[config.mk]
export PLATFORM = sky130hd
export DESIGN_NAME = bsc_chain
export DESIGN_NICKNAME = d
export VERILOG_FILES = /design/src/rtl/bsc_pkg.sv /design/src/rtl/bsc_capture_stage.sv /design/src/rtl/bsc_update_stage.sv /design/src/rtl/bsc_mode_mux.sv /design/src/rtl/bsc_cell.sv /design/src/rtl/bsc_chain.sv
export SDC_FILE = /design/constraint.sdc
export NUM_CORES = 1
export LEC_CHECK = 0
export ABC_CLOCK_PERIOD_IN_PS = 2100
export BUFFER_PORTS_ARGS = -buffer_cell sky130_fd_sc_hd__buf_2
export CAP_MARGIN = 20
export CORE_AREA = 2 2 44 46
export CTS_CLUSTER_SIZE = 40
export DETAILED_ROUTE_END_ITERATION = 16
export DIE_AREA = 0 0 46 48
export GPL_ROUTABILITY_DRIVEN = 0
export PLACE_DENSITY = 0.82
export SYNTH_ARGS = -nofsm -noshare
export SYNTH_HDL_FRONTEND = slang
export SYNTH_SLANG_ARGS = --single-unit
[constraint.sdc]
create_clock -name clk -period 2.1 [get_ports clk]
set_input_delay 0.42 -clock clk [delete_from_list [all_inputs] [get_ports clk]]
set_output_delay 0.42 -clock clk [all_outputs]
set_load 0.01 [all_outputs]
[src/rtl/bsc_pkg.sv]
package bsc_pkg;

  typedef enum logic [1:0] {
    MODE_NORMAL = 2'd0,
    MODE_SAMPLE = 2'd1,
    MODE_EXTEST = 2'd2,
    MODE_INTEST = 2'd3
  } bsc_mode_e;

  function automatic logic mode_is_test(input bsc_mode_e m);
    return (m == MODE_EXTEST) || (m == MODE_INTEST);
  endfunction

endpackage

[src/rtl/bsc_capture_stage.sv]
module bsc_capture_stage (
  input  logic clk,
  input  logic rst,
  input  logic cap_en,
  input  logic shift_sel,
  input  logic pin_d,
  input  logic ser_d,
  output logic q
);

  always_ff @(posedge clk) begin
    if (rst) begin
      q <= 1'b0;
    end else if (cap_en) begin
      q <= shift_sel ? ser_d : pin_d;
    end
  end

  AST_CAPTURE_PIN: assert property (@(posedge clk) disable iff (rst)
    (cap_en && !shift_sel) |=> (q == $past(pin_d)));
  AST_SHIFT_SER: assert property (@(posedge clk) disable iff (rst)
    (cap_en && shift_sel) |=> (q == $past(ser_d)));
  AST_CAPTURE_HOLD: assert property (@(posedge clk) disable iff (rst)
    !cap_en |=> $stable(q));

endmodule

[src/rtl/bsc_update_stage.sv]
module bsc_update_stage (
  input  logic clk,
  input  logic rst,
  input  logic upd_en,
  input  logic d,
  output logic q
);

  always_ff @(posedge clk) begin
    if (rst) begin
      q <= 1'b0;
    end else if (upd_en) begin
      q <= d;
    end
  end

  AST_UPDATE_COPY: assert property (@(posedge clk) disable iff (rst)
    upd_en |=> (q == $past(d)));
  AST_UPDATE_HOLD: assert property (@(posedge clk) disable iff (rst)
    !upd_en |=> $stable(q));

endmodule

[src/rtl/bsc_mode_mux.sv]
module bsc_mode_mux
  import bsc_pkg::*;
(
  input  bsc_mode_e mode,
  input  logic      pin_d,
  input  logic      upd_q,
  output logic      y
);

  always_comb begin
    case (mode)
      MODE_EXTEST, MODE_INTEST: y = upd_q;
      default:                  y = pin_d;
    endcase
  end

endmodule

[src/rtl/bsc_cell.sv]
module bsc_cell
  import bsc_pkg::*;
(
  input  logic      clk,
  input  logic      rst,
  input  logic      shift_sel,
  input  logic      cap_en,
  input  logic      upd_en,
  input  bsc_mode_e mode,
  input  logic      pin_d,
  input  logic      ser_d,
  output logic      ser_q,
  output logic      par_q
);

  logic cap_q;
  logic upd_q;

  bsc_capture_stage u_cap (
    .clk       (clk),
    .rst       (rst),
    .cap_en    (cap_en),
    .shift_sel (shift_sel),
    .pin_d     (pin_d),
    .ser_d     (ser_d),
    .q         (cap_q)
  );

  bsc_update_stage u_upd (
    .clk    (clk),
    .rst    (rst),
    .upd_en (upd_en),
    .d      (cap_q),
    .q      (upd_q)
  );

  bsc_mode_mux u_mux (
    .mode  (mode),
    .pin_d (pin_d),
    .upd_q (upd_q),
    .y     (par_q)
  );

  assign ser_q = cap_q;

  AST_RESET_CLEAR: assert property (@(posedge clk)
    (!rst && $past(rst)) |-> (cap_q == 1'b0 && upd_q == 1'b0));

endmodule

[src/rtl/bsc_chain.sv]
module bsc_chain
  import bsc_pkg::*;
#(
  parameter int N = 8
) (
  input  logic         clk,
  input  logic         rst,
  input  logic         shift_sel,
  input  logic         cap_en,
  input  logic         upd_en,
  input  logic [1:0]   mode,
  input  logic [N-1:0] par_in,
  input  logic         ser_in,
  output logic [N-1:0] par_out,
  output logic         ser_out
);

  localparam int LINKS = N + 1;

  bsc_mode_e    mode_e;
  logic [LINKS-1:0] ser_link;

  assign mode_e      = bsc_mode_e'(mode);
  assign ser_link[0] = ser_in;

  for (genvar i = 0; i < N; i++) begin : g_cell
    bsc_cell u_cell (
      .clk       (clk),
      .rst       (rst),
      .shift_sel (shift_sel),
      .cap_en    (cap_en),
      .upd_en    (upd_en),
      .mode      (mode_e),
      .pin_d     (par_in[i]),
      .ser_d     (ser_link[i]),
      .ser_q     (ser_link[i+1]),
      .par_q     (par_out[i])
    );
  end

  assign ser_out = ser_link[N];

  AST_TEST_OUT_STABLE: assert property (@(posedge clk) disable iff (rst)
    (mode_is_test(mode_e) && !upd_en) |=>
      (!mode_is_test(mode_e) || $past(rst) || $stable(par_out)));
  AST_SHIFT_TO_OUT: assert property (@(posedge clk) disable iff (rst)
    (cap_en && shift_sel) |=> (ser_out == $past(ser_link[N-1])));

endmodule

; ---- Word level (Yosys, flattened, before mapping)
; Index checks and enable logic that the tools add are counted.
[classes]
reduce_logical = 1
muxes = 16
eq_ne = 2
[op_table]
columns = cell, count
row1 = 2-to-1 mux 1 bit, 16
row2 = "== test 2 bit, second input constant", 2
row3 = OR reduction 2 bit, 1
[word_totals]
in_bits = 16
out_inout_bits = 9
regBits = 16
wordCells = 35

; ---- Depth between registers and ports, before layout
[logic_depth]
ltp_word = 3
ltp_mapped = 4
depth_no_buf = 2

; ---- Cells and area by module
; A second synthesis with hierarchy kept.
[hier_totals]
cells_unflattened = 64
area_unflattened_um2 = 760.7
[by_module_without_submodules]
columns = module, instances, cells_each, area_each_um2
row1 = bsc_capture_stage, 8, 4, 46.3
row2 = bsc_update_stage, 8, 3, 33.8
row3 = bsc_mode_mux, 8, 1, 15.0

; ---- Least setup slack after synthesis
; OpenSTA, ideal clock, no wires.
[synth_path]
path_type = in2out
start = input port mode[1]
end = output port par_out[0]
slack_ps = 623
arrival_ps = 1057
n_path_buf = 2
cell_stages = 3
cell_sequence = buf_2 > mux2_2 > buf_4
[synth_via]
elab_chain_len = 3
elab_cells_between_ends = 4
[synth_lines]
columns = element, line
row1 = from (decl), bsc_chain.sv:11  ; input logic [1:0] mode,
row2 = == test 2 bit, bsc_mode_mux.sv:11  ; case (mode)
row3 = OR reduction 2 bit *, bsc_mode_mux.sv:11
row4 = 2-to-1 mux 1 bit *, bsc_mode_mux.sv:11
row5 = to (decl), bsc_chain.sv:14  ; output logic [N-1:0] par_out,
; Every way passes the cells marked *; elsewhere a longest branch is shown, timed or not.

; ---- Final worst setup path
[layout_path]
start = input port mode[1]
end = output port par_out[3]
; Same word-level chain as after synthesis.

==> metrics.md <==
| Metric | Value |
|---|---|
| CTS tree | yes |
| CP Capture Type | output pin |
| DRC Markers | 0 |
| Synth Cell Area | 801 sq um |
| Post-Route Skew | 2.76 ps |
| Total CTS buffers | 3 |
| Synth Area in Compound Gates | 7.50% |
| Synth unique cells | 8 |
| Hold WS | 485 ps |
| Cell area power density | 689 nW/um^2 |
| RSZ-0062 raised after global routing | false |
| Sequential area share after synthesis | 40.0% |
| Area growth syn-to-layout | 6.09% |
| Crit share post-route | 73.9% |
| Cts repair resizes | 0 |
| Clock share of power | 26.4% |
| Post-synthesis simple-gate area fraction | 7.50% |
| Clock latency on the worst-skew pair | 280 ps |
| DIE WIDTH | 46 um |
| Leakage power | 0.409 nW |
| Gate power share | 16.9% |
| Commonest non-fill, non-tap cell in the layout | buf_2 |
| GR Overflow Total | 0 |
| Pin count of the biggest net entering global routing | 17 |
| Crit path kind | input pin to output pin |
| Top Ports | 25 |
| Via count | 571 |
| TritonCTS sink count | 16 |
| Number of I/O port buffers | 23 |
| FF+latch area | 320 sq um |
| Vias per Instance | 5.34 |
| Status | finished, final reports clean |
| Seq pwr share | 56.7% |
| Slew HR | 81.1% |
| Synthesized area per cell | 10.1 sq um |
| FF+latch count, synth | 16 |
| First-pass GRT wire length | 2.18 mm |
| Drt wl/cell | 12.9 um |
| Slew of the pin with the lowest slew margin | 284 ps |
| DR iter-0 viols | 8 |
| Commonest cells after routing, fill and taps aside | 23 x buf_2, 16 x mux2i_1, 16 x nor2_1, 16 x dfxtp_1 |
| Core Area | 1690 sq um |
| Pint | 0.437 mW |
| Nets | 108 |
| Tot Pwr | 0.585 mW |
| Multi-input logic area | 370 sq um |
| Fillers | 168 |
| Mux cell area share after synthesis | 31.3% |
| Final std cells w/o fill | 107 |
| Setup tns final | 0 ps |
| Initial core utilization | 47.4% |
| Psw | 0.148 mW |
| Hold-fix buffers, CTS | 0 |
| Xor/xnor cell area share of the yosys netlist | 0% |
| Vias in the first global route | 482 |
| Hold Path Class | input pin to flip-flop |
| Hold Vio Cnt, Final | 0 |
| Clock-pin slew on the worst setup and hold paths | 90 ps |
| GRT Overall Usage | 14.3% |
| Min Tclk post-route | 1550 ps |
| Post-DRT Antenna Nets | 0 |
| Diode count | 0 |
| Routed WL | 1.39 mm |
| Count of pins over their slew limit | 0 |
| Largest family of logic cells by synthesized area | multiplexers |
| Fmax achieved | 644 MHz |
| Placed cell count | 104 |
| Maxcap violations | 0 |
| Initial antenna violation count | 0 |
| Postcts setup bufs | 0 |
| # setup viols final | 0 |
| DR pass1 iterations | 4 |
| Adder-Cell Fraction of Synth Area | 0% |
| Ys Warns | 0 |
| Die Area | 2210 sq um |
| CP startpoint kind | input pin |
| Worst vdd ir | 0.280 mV |
| H-Tree Depth | 1 |
| Die Y | 48 um |
| Layout cell share with drive strength beyond 1 | 37.8% |
| Root Buffer | clkbuf_4 |
| Switching part of the total | 25.3% |
| Arr. time, crit path | 1130 ps |
| Gate Count Post-Synth | 79 |
| CTS Buffer Depth | 2 |
| Synthesized netlist net count | 95 |
| # rows | 15 |
| Dpl hpwl | 998 um |
| CP max FO | 8 |
| CP required | 1680 ps |
| Final Core Density | 50.3% |
==> layout make-up <==
class                      count  area share (%)
timing repair buffer          23            13.5
clock buffer                   3            2.65
tap                           17            2.50
multi-input combinational     48            43.6
sequential                    16            37.7
==> per-stage QoR <==
stage	instance area [sq um]	setup slack [ps]
6_report	850	548
5_1_grt	850	516
4_1_cts	850	542
3_5_place_dp	827	546
3_3_place_gp	827	548
2_1_floorplan	801	623
==> Yosys cell counts (all sizes together) <==
library cell  number  area share, %
mux2i             16             20
nor2              16            7.5
a211oi             8            7.5
dfxtp             16             40
buf               15             14
mux2               8             11
==> power by group through the flow <==
stage / Sequential (mW) / Combinational (mW) / Clock (mW)
after global placement: 0.338 / 0.0969 / 0
after global routing: 0.335 / 0.109 / 0.178
after CTS: 0.332 / 0.100 / 0.165
after detailed placement: 0.339 / 0.0993 / 0
after floorplan: 0.337 / 0.0876 / 0
final: 0.332 / 0.0990 / 0.154
==> metal layers <==
metal	wire length, um	up-vias	GRT usage, %
met5	0	-	0
li1	-	289	-
met2	631	21	20.3
met1	689	261	18.8
met3	64	0	4.53
met4	0	0	8.57
==> sequential cells by signal, summed over array words and instances, names as in the netlist <==
register	flops
g_cell.u_cell.u_cap.q	8
g_cell.u_cell.u_upd.q	8
==> worst paths after layout <==
path | start | end | slack, ps | cells past startpoint
worst max-delay path | mode[1] | par_out[3] | 550 | 3
worst min-delay path | rst | g_cell[4].u_cell.u_upd.q | 480 | 2
worst min register to register | g_cell[5].u_cell.u_upd.q | g_cell[5].u_cell.u_upd.q | 500 | 2
worst max register to register | g_cell[2].u_cell.u_cap.q | g_cell[3].u_cell.u_cap.q | 1340 | 2
==> cell families after synthesis <==
group                  count (synthesis)
AOI/OAI and AO/OA                      8
buffers and inverters                 15
DFF                                   16
muxes                                 24
and+or+nand+nor                       16
==> critical path, cell delays in order <==
cell and delay [ps]:
buf_2 210, mux2_2 360, buf_2 140
Note: power is estimated with default switching activity, not from simulation.
